[config.mk]
export PLATFORM = sky130hd
export DESIGN_NAME = gpio_bank_ctrl
export DESIGN_NICKNAME = d
export VERILOG_FILES = /design/src/rtl/gpb_pkg.sv /design/src/rtl/gpb_sync_filter.sv /design/src/rtl/gpb_detect.sv /design/src/rtl/gpb_regs.sv /design/src/rtl/gpio_bank_ctrl.sv
export SDC_FILE = /design/constraint.sdc
export NUM_CORES = 1
export LEC_CHECK = 0
export ABC_CLOCK_PERIOD_IN_PS = 2600
export BUFFER_PORTS_ARGS = -buffer_cell sky130_fd_sc_hd__buf_2
export CAP_MARGIN = 40
export CELL_PAD_IN_SITES_DETAIL_PLACEMENT = 1
export CELL_PAD_IN_SITES_GLOBAL_PLACEMENT = 2
export CORE_MARGIN = 4
export CORE_UTILIZATION = 39
export CTS_CLUSTER_DIAMETER = 40
export CTS_CLUSTER_SIZE = 30
export DETAILED_ROUTE_END_ITERATION = 10
export GPL_TIMING_DRIVEN = 0
export PLACE_DENSITY_LB_ADDON = 0.1
export SYNTH_ARGS = -nofsm -noshare
export SYNTH_HDL_FRONTEND = slang
export SYNTH_SLANG_ARGS = --single-unit
[constraint.sdc]
create_clock -name clk -period 2.6 [get_ports clk]
set_input_delay 0.26 -clock clk [delete_from_list [all_inputs] [get_ports clk]]
set_output_delay 0.26 -clock clk [all_outputs]
set_load 0.005 [all_outputs]
[src/rtl/gpb_pkg.sv]
package gpb_pkg;
  localparam int BUS_W  = 32;
  localparam int ADDR_W = 8;

  // byte offsets decoded by driver software
  localparam logic [ADDR_W-1:0] A_MODE    = 8'h00;
  localparam logic [ADDR_W-1:0] A_DIR     = 8'h04;
  localparam logic [ADDR_W-1:0] A_ODATA   = 8'h08;
  localparam logic [ADDR_W-1:0] A_IDATA   = 8'h0C;
  localparam logic [ADDR_W-1:0] A_STAT    = 8'h10;
  localparam logic [ADDR_W-1:0] A_ACK     = 8'h14;
  localparam logic [ADDR_W-1:0] A_MASKOFF = 8'h18;
  localparam logic [ADDR_W-1:0] A_MASKON  = 8'h1C;
  localparam logic [ADDR_W-1:0] A_POL     = 8'h20;
  localparam logic [ADDR_W-1:0] A_TRIG    = 8'h24;
  localparam logic [ADDR_W-1:0] A_FILT    = 8'h28;
  localparam logic [ADDR_W-1:0] A_DUAL    = 8'h4C;
endpackage

[src/rtl/gpb_sync_filter.sv]
module gpb_sync_filter #(
  parameter int NPINS  = 32,
  parameter int STABLE = 3
) (
  input  logic             clk,
  input  logic             rst_n,
  input  logic [NPINS-1:0] pad_in,
  input  logic [NPINS-1:0] filt,
  output logic [NPINS-1:0] sync_in,
  output logic [NPINS-1:0] sense
);
  localparam int DLY = STABLE - 1;

  logic [NPINS-1:0] meta_q, sync_q, clean_q, clean_d;
  logic [DLY-1:0][NPINS-1:0] dly_q, dly_d;
  logic [NPINS-1:0] agree_hi, agree_lo;

  // history window: current synchronised sample plus DLY older ones
  always_comb begin
    dly_d[0] = sync_q;
    for (int k = 1; k < DLY; k++) dly_d[k] = dly_q[k-1];
    agree_hi = sync_q;
    agree_lo = ~sync_q;
    for (int k = 0; k < DLY; k++) begin
      agree_hi = agree_hi & dly_q[k];
      agree_lo = agree_lo & ~dly_q[k];
    end
    clean_d = (clean_q | agree_hi) & ~agree_lo;
  end

  always_ff @(posedge clk or negedge rst_n) begin
    if (!rst_n) begin
      meta_q  <= '0;
      sync_q  <= '0;
      dly_q   <= '0;
      clean_q <= '0;
    end else begin
      meta_q  <= pad_in;
      sync_q  <= meta_q;
      dly_q   <= dly_d;
      clean_q <= clean_d;
    end
  end

  assign sync_in = sync_q;

  for (genvar i = 0; i < NPINS; i++) begin : g_sel
    assign sense[i] = filt[i] ? clean_q[i] : sync_q[i];
  end
endmodule

[src/rtl/gpb_detect.sv]
module gpb_detect #(
  parameter int NPINS = 32
) (
  input  logic             clk,
  input  logic             rst_n,
  input  logic [NPINS-1:0] sense,
  input  logic [NPINS-1:0] mode,
  input  logic [NPINS-1:0] pol,
  input  logic [NPINS-1:0] trig,
  input  logic [NPINS-1:0] dual,
  input  logic [NPINS-1:0] clr,
  output logic [NPINS-1:0] edge_hit,
  output logic [NPINS-1:0] stat
);
  logic [NPINS-1:0] prev_q, stat_q, stat_d;

  for (genvar i = 0; i < NPINS; i++) begin : g_pin
    logic rise, fall, qual;
    assign rise = sense[i] & ~prev_q[i];
    assign fall = ~sense[i] & prev_q[i];
    assign qual = dual[i] ? (rise | fall) : (pol[i] ? fall : rise);
    assign edge_hit[i] = mode[i] & trig[i] & qual;

    always_comb begin
      if (!mode[i])      stat_d[i] = 1'b0;
      else if (!trig[i]) stat_d[i] = sense[i] ^ pol[i];
      else               stat_d[i] = edge_hit[i] | (stat_q[i] & ~clr[i]);
    end
  end

  always_ff @(posedge clk or negedge rst_n) begin
    if (!rst_n) begin
      prev_q <= '0;
      stat_q <= '0;
    end else begin
      prev_q <= sense;
      stat_q <= stat_d;
    end
  end

  assign stat = stat_q;
endmodule

[src/rtl/gpb_regs.sv]
module gpb_regs
  import gpb_pkg::*;
#(
  parameter int NPINS = 32
) (
  input  logic              clk,
  input  logic              rst_n,
  input  logic              bus_en,
  input  logic              bus_wr,
  input  logic [ADDR_W-1:0] bus_addr,
  input  logic [BUS_W-1:0]  bus_wdata,
  output logic [BUS_W-1:0]  bus_rdata,
  input  logic [NPINS-1:0]  sync_in,
  input  logic [NPINS-1:0]  stat,
  output logic [NPINS-1:0]  mode,
  output logic [NPINS-1:0]  dir,
  output logic [NPINS-1:0]  odata,
  output logic [NPINS-1:0]  pol,
  output logic [NPINS-1:0]  trig,
  output logic [NPINS-1:0]  filt,
  output logic [NPINS-1:0]  dual,
  output logic [NPINS-1:0]  en,
  output logic [NPINS-1:0]  clr
);
  logic [NPINS-1:0] wd;
  logic             wr_go;
  logic [NPINS-1:0] mode_q, dir_q, odata_q, pol_q, trig_q, filt_q, dual_q, en_q;
  logic [NPINS-1:0] mode_d, dir_d, odata_d, pol_d, trig_d, filt_d, dual_d, en_d;
  logic [NPINS-1:0] rd_bits;

  assign wd    = bus_wdata[NPINS-1:0];
  assign wr_go = bus_en & bus_wr;

  always_comb begin
    mode_d  = mode_q;
    dir_d   = dir_q;
    odata_d = odata_q;
    pol_d   = pol_q;
    trig_d  = trig_q;
    filt_d  = filt_q;
    dual_d  = dual_q;
    en_d    = en_q;
    clr     = '0;
    if (wr_go) begin
      case (bus_addr)
        A_MODE:    mode_d  = wd;
        A_DIR:     dir_d   = wd;
        A_ODATA:   odata_d = wd;
        A_POL:     pol_d   = wd;
        A_TRIG:    trig_d  = wd;
        A_FILT:    filt_d  = wd;
        A_DUAL:    dual_d  = wd;
        A_ACK:     clr     = wd;
        A_MASKOFF: en_d    = en_q & wd;
        A_MASKON:  en_d    = en_q | wd;
        default:   ;
      endcase
    end
  end

  always_ff @(posedge clk or negedge rst_n) begin
    if (!rst_n) begin
      mode_q  <= '0;
      dir_q   <= '0;
      odata_q <= '0;
      pol_q   <= '0;
      trig_q  <= '0;
      filt_q  <= '0;
      dual_q  <= '0;
      en_q    <= '0;
    end else if (wr_go) begin
      mode_q  <= mode_d;
      dir_q   <= dir_d;
      odata_q <= odata_d;
      pol_q   <= pol_d;
      trig_q  <= trig_d;
      filt_q  <= filt_d;
      dual_q  <= dual_d;
      en_q    <= en_d;
    end
  end

  always_comb begin
    case (bus_addr)
      A_MODE:    rd_bits = mode_q;
      A_DIR:     rd_bits = dir_q;
      A_ODATA:   rd_bits = odata_q;
      A_IDATA:   rd_bits = sync_in;
      A_STAT:    rd_bits = stat;
      A_MASKOFF: rd_bits = en_q;
      A_POL:     rd_bits = pol_q;
      A_TRIG:    rd_bits = trig_q;
      A_FILT:    rd_bits = filt_q;
      A_DUAL:    rd_bits = dual_q;
      default:   rd_bits = '0;
    endcase
    bus_rdata = '0;
    bus_rdata[NPINS-1:0] = rd_bits;
  end

  assign mode  = mode_q;
  assign dir   = dir_q;
  assign odata = odata_q;
  assign pol   = pol_q;
  assign trig  = trig_q;
  assign filt  = filt_q;
  assign dual  = dual_q;
  assign en    = en_q;
endmodule

[src/rtl/gpio_bank_ctrl.sv]
module gpio_bank_ctrl
  import gpb_pkg::*;
#(
  parameter int NPINS  = 32,
  parameter int STABLE = 3
) (
  input  logic              clk,
  input  logic              rst_n,
  input  logic              bus_en,
  input  logic              bus_wr,
  input  logic [ADDR_W-1:0] bus_addr,
  input  logic [BUS_W-1:0]  bus_wdata,
  output logic [BUS_W-1:0]  bus_rdata,
  input  logic [NPINS-1:0]  pad_in,
  output logic [NPINS-1:0]  pad_out,
  output logic [NPINS-1:0]  pad_oe,
  output logic              irq_out
);
  logic [NPINS-1:0] sync_in, sense, stat, edge_hit, clr;
  logic [NPINS-1:0] mode, dir, odata, pol, trig, filt, dual, en;

  gpb_regs #(.NPINS(NPINS)) u_regs (
    .clk(clk), .rst_n(rst_n), .bus_en(bus_en), .bus_wr(bus_wr),
    .bus_addr(bus_addr), .bus_wdata(bus_wdata), .bus_rdata(bus_rdata),
    .sync_in(sync_in), .stat(stat), .mode(mode), .dir(dir), .odata(odata),
    .pol(pol), .trig(trig), .filt(filt), .dual(dual), .en(en), .clr(clr)
  );

  gpb_sync_filter #(.NPINS(NPINS), .STABLE(STABLE)) u_sync (
    .clk(clk), .rst_n(rst_n), .pad_in(pad_in), .filt(filt),
    .sync_in(sync_in), .sense(sense)
  );

  gpb_detect #(.NPINS(NPINS)) u_det (
    .clk(clk), .rst_n(rst_n), .sense(sense), .mode(mode), .pol(pol),
    .trig(trig), .dual(dual), .clr(clr), .edge_hit(edge_hit), .stat(stat)
  );

  assign pad_oe  = dir & ~mode;
  assign pad_out = odata;
  assign irq_out = |(stat & en);
endmodule

Word-level counts from Yosys, hierarchy flattened
Cells that the tools add are included.

operators by class
  reductions and logical operators = 11
  eq/ne operators = 11
  bitwise logic cells = 368
  multiplexer cells = 164

operators by type and width
  cell                  number
  $pmux W32 S10         1
  $and A32 B32 Y32      8
  $and A1 B1 Y1         161
  $mux W1               160
  $not A32 Y32          5
  $not A1 Y1            96
  $mux W32              2
  $or A1 B1 Y1          64
  $or A32 B32 Y32       2
  $pmux W32 S2          1
  $eq A8 B5 Y1 const B  4
  $reduce_or A32 Y1     1
  $xor A1 B1 Y1         32
  $eq A8 B6 Y1 const B  3
  $eq A8 B4 Y1 const B  2
  $reduce_and A2 Y1     8
  $eq A8 B3 Y1 const B  1
  $eq A8 B7 Y1 const B  1
  $logic_not A8 Y1      1
  $reduce_bool A2 Y1    1

word-level totals
  register bits after elaboration = 480
  output and inout bits = 97
  word-level logic and storage cells = 569
  input bits = 76

Logic depth before layout (Yosys ltp)
Gate-level depths: netlist (run 1).

  depth after elaboration = 9
  gate-level depth with buffers = 8
  gate-level depth less buffers = 6

By module
A second synthesis (run 1) with hierarchy kept.

unflattened totals
  cell total of the unflattened synthesis = 1911
  area, all modules = 22823.1 um^2

modules (own cells, without submodules)
  module           area an instance (um^2)  times used  cells each  sequential area each (um^2)
  gpb_regs         12929.9                  1           1059        6406.1
  gpb_sync_filter  5131.2                   1           383         4003.8
  gpb_detect       4404.2                   1           416         1601.5
  gpio_bank_ctrl   357.8                    1           53          0.0

Worst setup path before layout (run 1)
OpenSTA, ideal clock, no wires.

  kind = input port to flip-flop
  start = input bus_addr[6]
  end = register u_regs.odata_q[10], in the netlist u_regs.odata[10]
  stages on the path = 6
  library setup time = 127 ps
  arrival = 1891 ps
  setup slack = 581 ps
  path buffers = 3
  data required time = 2473 ps
  cells stage by stage = buf_2 or4_1 buf_4 nor3_4 buf_6 mux2_1

between the ends
  cells in the longest elaborated chain, start to end = 2

RTL lines
  item                                RTL line              RTL
  from (decl)                         gpio_bank_ctrl.sv:11  input logic [ADDR_W-1:0] bus_addr,
  $eq A8 B4 Y1                        gpb_regs.sv:45        case (bus_addr)
  $reduce_and A2 Y1 (no source line)  n/a
  to (signal assigned)                gpb_regs.sv:74        odata_q <= odata_d;
  to (decl)                           gpb_regs.sv:27        logic [NPINS-1:0] mode_q, dir_q, odata_q, pol_q, trig_q, filt_q, dual_q, en_q;

No other way between the ends.
A chain may end at the register's enable or synchronous reset.

Worst setup path after layout (run 1)
  start = input bus_addr[6]
  end = output bus_rdata[11]

between the ends
  cells in the longest elaborated chain, start to end = 2
  elaborated cells between the ends (all ways) = 11
  classes of those cells = eq/ne (9); mux (1); reduce/logical (1)

RTL lines
  item                                        RTL line              RTL
  $eq A8 B7 Y1, or another cell as far along  gpb_regs.sv:84        case (bus_addr)
  $pmux W32 S10 (*)                           gpb_regs.sv:84
  to (decl)                                   gpio_bank_ctrl.sv:13  output logic [BUS_W-1:0] bus_rdata,

Mark *: on every way between the ends. The rest lies on a longest branch, timed or not.

==> summary.txt, run 1 <==
cell area after synthesis - 0.0222 mm2
clk sink count - 480
Max Freq - 0.380 GHz
share of the synthesized area in the top cell type - 0.540
core box area - 0.0564 mm2
largest net degree at the start of global routing - 114
Post-synth ARST share - 1.00
number of flops mapped to enable cells by yosys - 0
Setup crit start kind - primary input
multi-input combinational cell area - 0.00935 mm2
critical path type - in2out
post-route cell area - 0.0285 mm2
Reg clk slew, reported paths - 0.05 ns
FP Rows - 87
post-route clock skew - 0.0171 ns
Die Ht - 247 um
Slew HR - 0.472
Setup-failing EPs final - 2
critical path endpoint category - output port
most common cell after layout, fill and taps aside - dfrtp_1
Root Buffer - clkbuf_16
total power - 0.0212 W
Leak - 13.7 nW
arrival time worst endpoint - 2.37 ns
PortBufs - 142
area delta synth->final - 28.1%
DR vias - 17000
flip-flop and latch count after synthesis - 480
Net Count, Synth - 2031
register area share after synthesis - 0.540
area post-placement - 0.0245 mm2
R2R Path Start - u_regs.filt[16]$_DFFE_PN0P_
total CTS buffers - 88
VDD IR-drop max - 0.000480 V
ANT nets after route - 0
nets - 2366
DP Worst Slack - -0.884 ns
Mapped Cells - 1891
PnR worst setup slack - -0.0346 ns
Setup crit start - bus_addr[6]
M2 GR Usage - 0.460
grt ovf - 0
worst hold-check path type - in2async
H-tree Lvls - 3
Worst Tran Pin Value - 0.792 ns
# IOs - 173
Routed WL - 85400 um
First DRT Iteration DRCs - 1212
WL/cell - 27.9 um
Data required, critical path - 2.34 ns
fin crit share - 1.01
Max Cap Violations - 0
Max Slew Vio Count - 0
Worst Path Max Fanout - 9
status - finished with violations
min cycle time layout - 2.63 ns
vias in the first global route - 18100
Ys Warns - 0
first drt pass iteration count - 5
largest buffer count on any clock path - 3
Die Width - 247 um
final setup TNS - -0.0533 ns
GR peak layer - met2
pwr dens - 743 mW/mm2
via/cell ratio - 5.57
layout cells sized above 1 - 0.306
FF/Latch Area - 0.0120 mm2
Clock Latency Late Sink - 0.63 ns
GR Util met1 - 0.363
Most used DFF post-synth - dfrtp_1
die footprint - 0.0609 mm2
syn avg cell area - 11.8 um2
initial core utilization - 0.395
met3 Use GR - 0.0687
failing checks - negative setup slack
Fillers - 5936
Residual DRC - 0
CTS tree - built
final hold vios - 0
GRT Total Usage - 0.282
first-pass GRT wire length - 124000 um
Synth area leaders - dfrtp_1 (54%), mux2_2 (11%), o21ai_0 (4.5%)
most frequent cells in the layout - dfrtp_1 (479), mux2_2 (224), o21ai_0 (201)
GP Congestion - 0.888
DP HPWL - 60200 um
Yosys cell types - 66
largest area contributor in the netlist - dfrtp_1
initial antenna violation count - 4
metrics by stage:
stage	hold slack, ns	util	instances
global route	0.259	0.506	3056
finish	0.225	0.506	3056
detailed placement	0.320	0.434	2826
global placement	0.332	0.424	2789
CTS	0.226	0.502	3051
floorplan	-0.0356	-	1891
area by class of cell:
cell class	instances	share of cell area
antenna	1	0.0000878
buffer	105	0.0245
clock buffer	107	0.0833
clock inverter	56	0.0236
inverter	132	0.0174
multi-input combinational	1167	0.328
sequential	480	0.421
tap	756	0.0332
timing repair buffer	252	0.0686
final timing paths:
path,end,slack [ns],depth (start not counted)
max in group asynchronous,u_regs.en[15]$_DFFE_PN0P_,1.21,3
hold / removal,u_sync.meta_q[26]$_DFF_PN0_,0.22,2
min in group clk,u_sync.meta_q[2]$_DFF_PN0_,0.26,2
setup reg to reg,u_det.stat[16]$_DFF_PN0_,0.69,6
hold reg to reg,u_sync.sync_in[14]$_DFF_PN0_,0.33,0
setup / recovery,bus_rdata[11],-0.03,9
synth_stat cells (4+ instances only):
| library cell | number |
|---|---|
| xnor2_1 | 32 |
| mux2i_1 | 90 |
| nor4_1 | 11 |
| dfrtp_1 | 480 |
| ha_1 | 64 |
| a221oi_1 | 6 |
| buf_4 | 11 |
| a31oi_1 | 32 |
| mux2_1 | 41 |
| nor2_1 | 28 |
| a21oi_1 | 52 |
| buf_6 | 9 |
| nand3_1 | 13 |
| inv_1 | 132 |
| buf_1 | 7 |
| o211ai_1 | 11 |
| o32ai_1 | 5 |
| a22o_1 | 16 |
| nor2b_1 | 37 |
| clkbuf_1 | 31 |
| nand4_1 | 6 |
| a32oi_1 | 6 |
| a222oi_1 | 7 |
| o2bb2ai_1 | 9 |
| o22ai_1 | 10 |
| o21ai_0 | 201 |
| mux2_2 | 224 |
| nand2_1 | 121 |
| nor3_1 | 7 |
| o22a_1 | 4 |
| and2_1 | 9 |
| clkbuf_2 | 26 |
| buf_2 | 28 |
| or2_2 | 4 |
| a22oi_1 | 52 |
| nand3b_1 | 13 |
| a2111o_1 | 4 |
kinds of logic after synthesis:
logic type               synth area share
flip-flops                          0.540
AO/OA/AOI/OAI                       0.121
multiplexers                        0.175
AND/OR/NAND/NOR                    0.0673
buffers and inverters              0.0491
adder cells (fa/ha/maj)            0.0360
XOR/XNOR                           0.0126
flip-flops by register name (all words and copies together) (netlist names):
signal	flops
u_sync.clean_q	32
u_regs.pol	32
u_regs.dir	32
u_sync.meta_q	32
u_det.stat	32
u_det.prev_q	32
u_regs.dual	32
u_sync.dly_q	32
u_regs.trig	32
u_regs.filt	32
u_sync.sync_in	32
u_sync.dly_d	32
u_regs.odata	32
u_regs.mode	32
u_regs.en	32
where the power goes:
group | total [W] | switching (W) | internal [W]
logic | 0.00138 | 0.000836 | 0.000546
clock network | 0.0117 | 0.00430 | 0.00744
registers | 0.00807 | 0.000281 | 0.00779
total | 0.0212 | 0.00541 | 0.0158
critical path: stages:
cell and delay, ns:
buf_2 0.18, or4_1 0.58, buf_6 0.21, buf_2 0.21, buf_8 0.18, nor2_4 0.26, a222oi_1 0.12, nand3_1 0.21
buf_2 0.15
per-layer routing:
layer / part of all wire / vias up
met2: 0.47 / 564
met3: 0.067 / 185
met4: 0.041 / 6
met1: 0.42 / 8821
li1: - / 7444
met5: 0.00040 / -
timing repair:
action,4_1_cts,5_1_grt
setup endpoints to repair,33,29
buffers inserted,1,7
hold buffers,65,0
hold endpoints to repair,186,0
pin swaps,5,7
resized for setup,62,47
Note: power is estimated with default switching activity, not from simulation.
==> inputs of run 2 (changes only) <==
ABC_CLOCK_PERIOD_IN_PS = 3000   (was 2600)
CORE_MARGIN = 2   (was 4)
clock period = 3 ns   (was 2.6 ns; I/O delays follow)
==> run 2 against run 1 <==
Clock skew about the same. The flow still finishes with violations (negative setup slack). Flip-flop and latch count unchanged. Critical path type unchanged. Count of clock-buffer cells in the layout up 6. Total power down 8.8%. Non-clock buffer count down 17. Largest cell class unchanged. Setup slack better by 0.0026 ns. Hold slack worse by 0.21 ns.
==> summary.txt, run 2 (synthesis results as in run 1) <==
status - finished with violations
failing checks - negative setup slack
critical path endpoint category - output port
Die Ht - 243 um
most frequent cells in the layout - dfrtp_1 (480), mux2_2 (224), o21ai_0 (201)
Slew HR - 0.439
final hold vios - 0
largest net degree at the start of global routing - 117
Worst Tran Pin Value - 0.842 ns
Data required, critical path - 2.70 ns
Leak - 13.7 nW
initial core utilization - 0.395
total power - 0.0193 W
Clock Latency Late Sink - 0.64 ns
core box area - 0.0564 mm2
PortBufs - 142
clk sink count - 480
first-pass GRT wire length - 124000 um
worst hold-check path type - in2reg
GRT Total Usage - 0.290
arrival time worst endpoint - 2.73 ns
Max Cap Violations - 0
Worst Path Max Fanout - 8
GP Congestion - 0.902
Routed WL - 84700 um
Die Width - 243 um
First DRT Iteration DRCs - 1322
DR vias - 17000
VDD IR-drop max - 0.000551 V
Setup-failing EPs final - 3
min cycle time layout - 3.03 ns
H-tree Lvls - 3
PnR worst setup slack - -0.0321 ns
via/cell ratio - 5.56
Max Slew Vio Count - 0
initial antenna violation count - 6
Setup crit start kind - primary input
DP HPWL - 59500 um
fin crit share - 1.01
nets - 2355
critical path type - in2out
post-route cell area - 0.0284 mm2
FP Rows - 87
# IOs - 173
total CTS buffers - 94
Max Freq - 0.330 GHz
most common cell after layout, fill and taps aside - dfrtp_1
pwr dens - 680 mW/mm2
Residual DRC - 0
vias in the first global route - 18200
first drt pass iteration count - 5
Root Buffer - clkbuf_16
largest buffer count on any clock path - 3
area delta synth->final - 27.7%
grt ovf - 0
area post-placement - 0.0244 mm2
WL/cell - 27.8 um
Reg clk slew, reported paths - 0.06 ns
die footprint - 0.0590 mm2
layout cells sized above 1 - 0.297
ANT nets after route - 0
post-route clock skew - 0.0167 ns
CTS tree - built
DP Worst Slack - -0.321 ns
RSZ-0062 raised after global routing - false
## run 2: changes by cell type in the layout (fill, tap and decap cells not counted), sizes merged, moves of 3 or more
cell	change
buf	-6
bufinv	+4
clkbuf	+7
clkinv	-3
dlygate4sd3	-12
inv	+5
## run 2: worst paths after layout
kind,start,endpoint,slack [ns],cells after the start
worst min-delay path,bus_wdata[23],u_regs.en[23]$_DFFE_PN0P_,0.02,3
max in group asynchronous,rst_n,u_regs.filt[12]$_DFFE_PN0P_,1.80,3
min in group asynchronous,rst_n,u_sync.sync_in[26]$_DFF_PN0_,0.19,2
worst min register to register,u_sync.meta_q[18]$_DFF_PN0_,u_sync.sync_in[18]$_DFF_PN0_,0.34,0
worst max-delay path,bus_addr[3],bus_rdata[11],-0.03,8
worst max register to register,u_sync.sync_in[1]$_DFF_PN0_,u_det.stat[1]$_DFF_PN0_,1.14,6
## run 2: area by class of cell
cell class                      instances  area [um2]
Sequential cell                       480       12000
Antenna cell                            1        2.50
Buffer                                108         616
Multi-Input combinational cell       1167        9190
Inverter                              132         495
Tap cell                              756         946
Clock inverter                         63         815
Timing Repair Buffer                  232        1760
Fill cell                            5911       28000
Clock buffer                          113        2580
## run 2: through the flow
step	setup TNS (ns)	hold slack, ns	cells	util
global route	0	0.0232	3052	0.504
detailed placement	-4.30	0.261	2826	0.433
floorplan	0	0.00441	1891	-
CTS	0	0.000524	3053	0.504
finish	-0.0642	0.0189	3052	0.504
global placement	-4107.10	0.332	2789	0.424
## run 2: routing by layer
layer	part of all wire	routed length, um	GRT usage	vias to the layer above
li1	-	-	-	7423
met1	0.43	36200	0.375	8792
met2	0.47	39600	0.465	555
met3	0.063	5300	0.0725	188
met4	0.042	3520	0.119	8
met5	0.00048	41	0	-
## run 2: timing repair
item	in CTS	in global routing
gates cloned	0	0
endpoints found under the setup margin	26	14
setup buffers	0	0
hold buffers	53	0
resized for setup	21	8
endpoints found under the hold margin	107	0
## run 2: worst max-delay path, cell delays in order
cell      delay, ns
buf_2          0.17
or4_1          0.52
clkbuf_1       0.38
nor2_1         0.61
buf_6          0.24
a222oi_1       0.12
nand3_1        0.22
buf_2          0.16
## run 2: where the power goes
group / switching [W] / total, W / internal, W
registers: 0.000243 / 0.00699 / 0.00675
logic: 0.000706 / 0.00115 / 0.000439
clock network: 0.00390 / 0.0112 / 0.00729
==> inputs of run 3 (changes only) <==
PLACE_DENSITY = 0.74   (was not set)
PLACE_DENSITY_LB_ADDON = not set   (was 0.1)
==> run 3 against run 2 <==
The run still ends with negative setup slack left. Utilization fell by 0.32 points. Combinational power barely moved. Count of clock-buffer cells in the layout fell by 10. Flip-flop and latch count did not move. Sequential share of layout area rose by 0.27 points. Setup slack got worse by 0.024 ns. Register-to-register slack barely moved. Maximum frequency fell by 0.77%. Wire length fell by 0.98%. Final cell count fell by 0.29%. Highest routed layer unchanged.
==> summary.txt, run 3 (synthesis results as in run 1) <==
final setup TNS - -0.0802 ns
worst hold-check path type - in2reg
die footprint - 0.0590 mm2
failing checks - negative setup slack
via/cell ratio - 5.68
GR Util met1 - 0.375
post-route clock skew - 0.0145 ns
min cycle time layout - 3.06 ns
GRT Total Usage - 0.286
status - finished with violations
First DRT Iteration DRCs - 1358
H-tree Lvls - 3
GP Congestion - 0.911
initial antenna violation count - 3
Clock Latency Late Sink - 0.66 ns
Worst Tran Pin Value - 0.946 ns
Slew HR - 0.369
initial core utilization - 0.395
core box area - 0.0564 mm2
DR vias - 17300
Routed WL - 83900 um
Reg clk slew, reported paths - 0.06 ns
nets - 2354
fin crit share - 1.02
VDD IR-drop max - 0.000496 V
Residual DRC - 0
grt ovf - 0
total CTS buffers - 87
area delta synth->final - 26.9%
layout cells sized above 1 - 0.292
final hold vios - 0
arrival time worst endpoint - 2.76 ns
Die Ht - 243 um
met3 Use GR - 0.0536
Setup crit start kind - primary input
PortBufs - 142
Root Buffer - clkbuf_16
minimum hold slack - 0.0285 ns
first-pass GRT wire length - 124000 um
clk sink count - 480
total power - 0.0186 W
Data required, critical path - 2.70 ns
WL/cell - 27.6 um
multi-input combinational cell area - 0.00920 mm2
Fillers - 5956
ANT nets after route - 0
critical path type - in2out
RSZ-0062 raised after global routing - false
PnR worst setup slack - -0.0556 ns
Die Width - 243 um
CTS tree - built
DP HPWL - 58700 um
critical path endpoint category - output port
pwr dens - 660 mW/mm2
FP Rows - 87
M2 GR Usage - 0.458
FF/Latch Area - 0.0120 mm2
most common cell after layout, fill and taps aside - dfrtp_1
first drt pass iteration count - 6
most frequent cells in the layout - dfrtp_1 (480), mux2_2 (224), o21ai_0 (201)
Worst Path Max Fanout - 10
Setup-failing EPs final - 2
Max Cap Violations - 0
Max Freq - 0.327 GHz
largest buffer count on any clock path - 3
vias in the first global route - 18500
# IOs - 173
Max Slew Vio Count - 0
GR peak layer - met2
Leak - 13.6 nW
largest net degree at the start of global routing - 122
## run 3: cell count changes in the layout (fill, tap and decap cells not counted), moves of 3 or more
cell and change:
clkinv_4 -8, clkbuf_16 -8, dlygate4sd3_1 +5, clkinvlp_4 -4
nor2_1 -3, nor2_2 +4, clkinv_2 +6, inv_8 -5
## run 3: final timing paths
kind / startpoint / to / slack [ns] / depth (start not counted)
hold reg to reg: u_sync.meta_q[5]$_DFF_PN0_ / u_sync.sync_in[5]$_DFF_PN0_ / 0.34 / 0
setup / recovery: bus_addr[6] / bus_rdata[4] / -0.06 / 7
max in group asynchronous: rst_n / u_sync.sync_in[19]$_DFF_PN0_ / 1.36 / 5
setup reg to reg: u_regs.filt[26]$_DFFE_PN0P_ / u_det.stat[26]$_DFF_PN0_ / 1.15 / 6
min in group asynchronous: rst_n / u_sync.meta_q[26]$_DFF_PN0_ / 0.30 / 3
hold / removal: bus_wdata[19] / u_regs.en[19]$_DFFE_PN0P_ / 0.03 / 3
## run 3: stage by stage
step | worst slack (ns) | cells | utilization | cell area [um2]
after floorplan | 0.903 | 1891 | - | 22200
after global placement | -8.42 | 2789 | 0.424 | 23900
after detailed placement | -0.499 | 2825 | 0.434 | 24500
after CTS | 0.0104 | 3042 | 0.500 | 28200
after global routing | 0.000811 | 3041 | 0.501 | 28200
final | -0.0556 | 3043 | 0.501 | 28200
## run 3: critical path, cell delays in order
cell,delay [ns]
buf_2,0.16
buf_2,0.23
nor2_1,0.55
nand2_1,0.72
o22ai_1,0.38
a2111o_1,0.24
buf_2,0.15
## run 3: area by class of cell
class,count,share of cell area
Buffer,109,0.0218
Timing Repair Buffer,237,0.0651
Antenna cell,2,0.000177
Multi-Input combinational cell,1167,0.326
Tap cell,756,0.0335
Sequential cell,480,0.425
Inverter,132,0.0176
Clock buffer,103,0.0832
Clock inverter,57,0.0275
## run 3: power breakdown
part           switching (W)  leakage (nW)  internal (W)  total [W]
Clock                0.00381          1.53       0.00668     0.0105
Sequential          0.000245          6.17       0.00675    0.00699
Combinational       0.000705          5.91      0.000450    0.00115
Total                0.00476          13.6        0.0139     0.0186
## run 3: timing repair
item	4_1_cts	5_1_grt
buffers inserted	1	0
hold endpoints to repair	194	0
pin swaps	1	0
setup endpoints to repair	27	9
resized for setup	21	8
hold buffers	58	0
gates cloned	0	0
## run 3: metal layers
| metal | vias up | wire, um |
|---|---|---|
| met2 | 637 | 39100 |
| met5 | - | 9 |
| met3 | 206 | 5360 |
| li1 | 7421 | - |
| met1 | 9030 | 35300 |
| met4 | 2 | 4070 |
